[src/rtl/mdio_pkg.sv]
package mdio_pkg;
  localparam int FRAME_BITS = 64;
  localparam int POS_W      = $clog2(FRAME_BITS + 1);
  localparam int TA_FIRST   = 46;
  localparam int TA_SECOND  = 47;
  localparam int DATA_FIRST = 48;

  // Frame image, element 63 leaves the wire first.
  function automatic logic [FRAME_BITS-1:0] build_frame(
    input logic        rd,
    input logic [4:0]  phy,
    input logic [4:0]  regad,
    input logic [15:0] wd
  );
    logic [1:0] op;
    logic [1:0] ta;
    op = rd ? 2'b10 : 2'b01;
    ta = rd ? 2'b00 : 2'b10;
    return {32'hFFFF_FFFF, 2'b01, op, phy, regad, ta, (rd ? 16'h0000 : wd)};
  endfunction

  function automatic logic drive_en(input logic rd, input logic [POS_W-1:0] pos);
    return (pos < POS_W'(FRAME_BITS)) && !(rd && pos >= POS_W'(TA_FIRST));
  endfunction

  function automatic logic bit_at(input logic [FRAME_BITS-1:0] f,
                                  input logic [POS_W-1:0] pos);
    logic [POS_W-1:0] idx;
    idx = POS_W'(FRAME_BITS - 1) - pos;
    return f[idx[5:0]];
  endfunction
endpackage

[src/rtl/mdio_clkgen.sv]
module mdio_clkgen #(
  parameter int HALF_DIV = 20
) (
  input  logic clk,
  input  logic rst_n,
  output logic mdc,
  output logic fall_tick,
  output logic rise_tick
);
  localparam int CNT_W = (HALF_DIV > 1) ? $clog2(HALF_DIV) : 1;

  logic [CNT_W-1:0] cnt;
  logic             tick;

  assign tick      = (cnt == CNT_W'(HALF_DIV - 1));
  assign fall_tick = tick && mdc;
  assign rise_tick = tick && !mdc;

  always_ff @(posedge clk) begin
    if (!rst_n) begin
      cnt <= '0;
      mdc <= 1'b0;
    end else if (tick) begin
      cnt <= '0;
      mdc <= !mdc;
    end else begin
      cnt <= cnt + 1'b1;
    end
  end

  AST_MDC_HOLD: assert property (@(posedge clk) disable iff (!rst_n)
    !tick |=> $stable(mdc));
  AST_MDC_FLIP: assert property (@(posedge clk) disable iff (!rst_n)
    tick |=> (mdc != $past(mdc)));
endmodule

[src/rtl/mdio_frame_seq.sv]
module mdio_frame_seq
  import mdio_pkg::*;
(
  input  logic        clk,
  input  logic        rst_n,
  input  logic        cmd_start,
  input  logic        cmd_read,
  input  logic [4:0]  cmd_phy,
  input  logic [4:0]  cmd_reg,
  input  logic [15:0] cmd_wdata,
  input  logic        fall_tick,
  input  logic        rise_tick,
  output logic        busy,
  output logic        done,
  output logic        finish,
  output logic        sample_ta,
  output logic        sample_data,
  output logic        read_q,
  output logic        mdio_o,
  output logic        mdio_oe
);
  logic [FRAME_BITS-1:0] frame_q;
  logic [POS_W-1:0]      pos;
  logic                  active;
  logic                  accept;

  assign accept      = cmd_start && !busy;
  assign finish      = fall_tick && busy && active && (pos == POS_W'(FRAME_BITS));
  assign mdio_oe     = active && drive_en(read_q, pos);
  assign mdio_o      = mdio_oe ? bit_at(frame_q, pos) : 1'b1;
  assign sample_ta   = rise_tick && active && read_q && (pos == POS_W'(TA_SECOND));
  assign sample_data = rise_tick && active && read_q &&
                       (pos >= POS_W'(DATA_FIRST)) && (pos < POS_W'(FRAME_BITS));

  always_ff @(posedge clk) begin
    if (!rst_n) begin
      busy    <= 1'b0;
      active  <= 1'b0;
      pos     <= '0;
      read_q  <= 1'b0;
      frame_q <= '0;
      done    <= 1'b0;
    end else begin
      done <= 1'b0;
      if (accept) begin
        busy    <= 1'b1;
        active  <= 1'b0;
        pos     <= '0;
        read_q  <= cmd_read;
        frame_q <= build_frame(cmd_read, cmd_phy, cmd_reg, cmd_wdata);
      end else if (fall_tick && busy) begin
        if (!active) begin
          active <= 1'b1;
          pos    <= '0;
        end else if (finish) begin
          done   <= 1'b1;
          busy   <= 1'b0;
          active <= 1'b0;
        end else begin
          pos <= pos + 1'b1;
        end
      end
    end
  end

  AST_LINE_HOLD: assert property (@(posedge clk) disable iff (!rst_n)
    !fall_tick |=> ($stable(mdio_oe) && $stable(mdio_o)));
  AST_IGNORE_START: assert property (@(posedge clk) disable iff (!rst_n)
    (busy && cmd_start) |=> ($stable(frame_q) && $stable(read_q)));
endmodule

[src/rtl/mdio_rx_capture.sv]
module mdio_rx_capture (
  input  logic        clk,
  input  logic        rst_n,
  input  logic        mdio_i,
  input  logic        sample_ta,
  input  logic        sample_data,
  input  logic        finish,
  input  logic        read_q,
  output logic [15:0] rd_data,
  output logic        no_resp
);
  logic [15:0] shreg;
  logic        ta_seen;

  always_ff @(posedge clk) begin
    if (!rst_n) begin
      shreg   <= '0;
      ta_seen <= 1'b0;
      rd_data <= '0;
      no_resp <= 1'b0;
    end else begin
      if (sample_ta)   ta_seen <= mdio_i;
      if (sample_data) shreg   <= {shreg[14:0], mdio_i};
      if (finish) begin
        no_resp <= read_q && ta_seen;
        if (read_q) rd_data <= shreg;
      end
    end
  end

  AST_WRITE_CLEARS_NORESP: assert property (@(posedge clk) disable iff (!rst_n)
    (finish && !read_q) |=> !no_resp);
endmodule

[src/rtl/mdio_master.sv]
module mdio_master #(
  parameter int HALF_DIV = 20
) (
  input  logic        clk,
  input  logic        rst_n,
  input  logic        cmd_start,
  input  logic        cmd_read,
  input  logic [4:0]  cmd_phy,
  input  logic [4:0]  cmd_reg,
  input  logic [15:0] cmd_wdata,
  output logic        busy,
  output logic        done,
  output logic [15:0] rd_data,
  output logic        no_resp,
  output logic        mdc,
  output logic        mdio_o,
  output logic        mdio_oe,
  input  logic        mdio_i
);
  logic fall_tick, rise_tick;
  logic finish, sample_ta, sample_data, read_q;

  mdio_clkgen #(.HALF_DIV(HALF_DIV)) u_clk (
    .clk(clk), .rst_n(rst_n), .mdc(mdc),
    .fall_tick(fall_tick), .rise_tick(rise_tick)
  );

  mdio_frame_seq u_seq (
    .clk(clk), .rst_n(rst_n),
    .cmd_start(cmd_start), .cmd_read(cmd_read), .cmd_phy(cmd_phy),
    .cmd_reg(cmd_reg), .cmd_wdata(cmd_wdata),
    .fall_tick(fall_tick), .rise_tick(rise_tick),
    .busy(busy), .done(done), .finish(finish),
    .sample_ta(sample_ta), .sample_data(sample_data), .read_q(read_q),
    .mdio_o(mdio_o), .mdio_oe(mdio_oe)
  );

  mdio_rx_capture u_cap (
    .clk(clk), .rst_n(rst_n), .mdio_i(mdio_i),
    .sample_ta(sample_ta), .sample_data(sample_data),
    .finish(finish), .read_q(read_q),
    .rd_data(rd_data), .no_resp(no_resp)
  );

  AST_SAMPLE_RELEASED: assert property (@(posedge clk) disable iff (!rst_n)
    (sample_ta || sample_data) |-> !mdio_oe);
  AST_OE_NEEDS_BUSY: assert property (@(posedge clk) disable iff (!rst_n)
    mdio_oe |-> busy);
  AST_DONE_ONE_CYCLE: assert property (@(posedge clk) disable iff (!rst_n)
    done |=> !done);
  AST_DONE_IDLE: assert property (@(posedge clk) disable iff (!rst_n)
    done |-> (!busy && !mdio_oe));
endmodule

[config.mk]
export PLATFORM = sky130hd
export DESIGN_NAME = mdio_master
export DESIGN_NICKNAME = d
export VERILOG_FILES = /design/src/rtl/mdio_pkg.sv /design/src/rtl/mdio_clkgen.sv /design/src/rtl/mdio_frame_seq.sv /design/src/rtl/mdio_rx_capture.sv /design/src/rtl/mdio_master.sv
export SDC_FILE = /design/constraint.sdc
export NUM_CORES = 1
export LEC_CHECK = 0
export BUFFER_PORTS_ARGS = -buffer_cell sky130_fd_sc_hd__buf_2
export CAP_MARGIN = 0
export CORE_UTILIZATION = 50
export DETAILED_ROUTE_END_ITERATION = 7
export PLACE_DENSITY = 0.72
export RECOVER_POWER = 50
export SLEW_MARGIN = 0
export SYNTH_ARGS = -nofsm -noshare
export SYNTH_HDL_FRONTEND = slang
export SYNTH_SLANG_ARGS = --single-unit
[constraint.sdc]
create_clock -name clk -period 6.42 [get_ports clk]
set_clock_uncertainty 0.1 [all_clocks]
set_input_delay 1.284 -clock clk [delete_from_list [all_inputs] [get_ports clk]]
set_output_delay 1.284 -clock clk [all_outputs]
set_load 0.02 [all_outputs]
==> results.md <==
* Status: finished, violations left
* Failing checks: max-capacitance violations, max-slew violations
* Worst skew pair latency at around 350 ps
* DIE AREA at 6840 µm²
* CTS tree: yes
* Die width at 82.7 µm
* Ys flop type: dfxtp_1
* Area of the multi-input gates at 1550 µm²
* Maxcap violations at 1
* Number of synthesized register bits at 79
* First-pass GRT wire length at around 10 mm
* Routed len/inst at 13.3 µm
* CTS Buffer Depth at 2
* Area of all sequential standard cells at approximately 1600 µm²
* Post-Synth XOR/XNOR Area at around 2.4%
* Final setup violation count at 0
* Period utilization at 56.7%
* Tot GR Track Use at 19.5%
* Routed Antenna Nets at 0
* Iteration-0 DRC Markers at 98
* Final-stage net count at 415
* Layout cell share with drive strength beyond 1 at 14.2%
* DRC viols at 0
* CTS Buf Count at 9
* Syn avg cell area at 9.49 µm²
* Worst Reg-to-Reg Cells at 6
* Initial Util at between 50% and 60%
* Worst Path Arrival at 2260 ps
* Fraction of registers with async set/reset at 0%
* Commonest non-fill, non-tap cell in the layout: dfxtp_1
* Cells after synthesis at 343
* Largest family of logic cells by synthesized area: simple AND/OR/NAND/NOR gates
* Inst Count DP at 448
* Largest net degree at the start of global routing at 55
* Simple-Gate Fraction of Synth Area at about 19%
* Gr ovfl total at 0
* Leak Pwr at 1.42 nW
* Vias in the first global route at approximately 2100
* Final Non-Filler Cells at between 400 and 500
* CP Class: flip-flop to output port
* Max-slew violations at 55
* Setup crit end kind: output port
* Most frequent cells in the layout: dfxtp_1 (79), nand2_1 (67), buf_2 (31)
* Hpwl dp at 4.17 mm
* CP Max Fanout at 12
* Synth Warn # at 0
* # H-tree levels at 3
* Critical path startpoint category: flip-flop
* Fill count at about 570
* Number of flops mapped to enable cells by yosys at 0
* Cell Area, Synth at 3250 µm²
* Clk sinks at just under 80
* Final min period at roughly 3600 ps
* P&R area growth vs syn at 13.9%
* Fmax at 0.275 GHz
* Sequential element share of the synthesized area at 48.6%
* Final Hold Viols at 0
* Post-CTS sizing at 0
* Synth Area in Adders at less than 1%
* Site Rows at 29
* Min-delay worst type: flip-flop to flip-flop
* Worst-path clk slew at 80 ps
* Syn nets at 376
* Hold Path Cell Cnt at 1
* Tot Pwr at 0.970 mW
* Number of I/O port buffers at 52
* Normalized max-slew margin at -14.7%
* Worst hold margin at 350 ps
* Worst VDD drop at 0.167 mV
* Total I/O pin count at 53
* # hold bufs at CTS at 0
* Die height at 82.7 µm
* Routability cong. at around 0.83
* CP Data Required Time at about 5000 ps
* Clk root buf: clkbuf_8
* Core Area at 6310 µm²
* Via density at approximately 5.3
* Synth Area in Compound Gates at roughly 15%
* Post-synthesis mux area share at a little under 10%
* Total Wirelength at 6.16 mm
* Slew @ Worst Pin at 1720 ps
* Initial antenna violation count at 0
* Post-CTS setup buffers at 0
* Number of distinct library cells after synthesis at 42
* Sum Neg Setup Slack at 0 ps
* Cell Pwr Density at roughly 260 nW/µm²
* Antenna Cells at 0
* Vias at approximately 2400
* 1st-pass router iterations at 4
* RSZ-0062 raised after global routing: no
sequential cells by signal, summed over array words and instances, names as in the netlist:
register,cells
u_seq.frame_q,29
u_cap.rd_data,16
u_cap.shreg,16
u_seq.pos,7
u_clk.cnt,5
u_cap.no_resp,1
u_cap.ta_seen,1
u_clk.mdc,1
u_seq.active,1
u_seq.busy,1
u_seq.done,1
cell families (layout without fill, tap and decap cells):
kind of cell	after synthesis	in the layout
adder cells (fa/ha/maj)	2	2
buffers and inverters	29	73
AO/OA/AOI/OAI	65	65
multiplexers	24	24
AND/OR/NAND/NOR	135	135
flip-flops	79	79
XOR/XNOR	9	9
final timing paths:
path / from / slack, ps / end
max: u_seq.pos[0] / 2780 / mdio_o
min: u_clk.cnt[0] / 350 / u_clk.cnt[0]
min reg2reg: u_clk.cnt[0] / 350 / u_clk.cnt[0]
max reg2reg: u_clk.cnt[0] / 3810 / u_cap.rd_data[7]
cell usage after synthesis, drive strengths merged (2+ instances only):
cell	instances	area share, %
mux2i	18	5.5
dfxtp	79	49
nand3	7	1.1
and3	2	0.38
a31oi	5	0.96
buf	4	1.1
nor3	3	0.46
a22o	16	4.3
mux4	6	4.2
a21boi	27	6.2
a211oi	2	0.46
nand2	67	7.7
nor2b	21	4.0
clkbuf	20	2.3
nand4	3	0.58
a21oi	5	0.77
a21o	2	0.46
nand2b	4	0.77
xnor2	7	1.9
inv	5	0.58
xor2	2	0.54
ha	2	0.77
nor2	16	1.8
or2	2	0.38
o21ai	2	0.31
and2	3	0.58
nor3b	2	0.46
nor4	2	0.38
worst max-delay path, stage by stage, from the launching register on:
cell	delay, ps
dfxtp_1	720
mux4_2	570
nand3_1	90
o2111ai_1	100
o32ai_1	160
a31oi_1	100
buf_2	170
through the flow:
| step | area [µm²] | util, % | setup WS, ps |
|---|---|---|---|
| after detailed placement | 3500 | 55.5 | 3140 |
| final | 3710 | 58.7 | 2780 |
| after floorplan | 3250 | - | 3260 |
| after global routing | 3710 | 58.7 | 2480 |
| after global placement | 3500 | 55.5 | 3160 |
| after CTS | 3730 | 59.1 | 2750 |
power by group:
| group | internal (mW) | switching [mW] | total, mW |
|---|---|---|---|
| clock | 0.231 | 0.185 | 0.416 |
| combinational | 0.0226 | 0.0218 | 0.0445 |
| sequential | 0.501 | 0.00825 | 0.509 |
per-layer routing:
layer	routed length [µm]	track usage (%)	vias to the layer above
met4	39	6.21	0
li1	-	-	1260
met1	2900	25.1	1116
met3	292	5.82	5
met5	0	0	-
met2	2920	31.1	63
final cells by class:
cell class                      instances  share of cell area (%)
Sequential cell                        79                    42.7
Timing Repair Buffer                   52                    6.31
Multi-Input combinational cell        235                    41.7
Clock buffer                           10                    3.71
Inverter                                5                   0.506
Clock inverter                          6                    2.50
Tap cell                               77                    2.60
(Power assumes the default switching activity.)
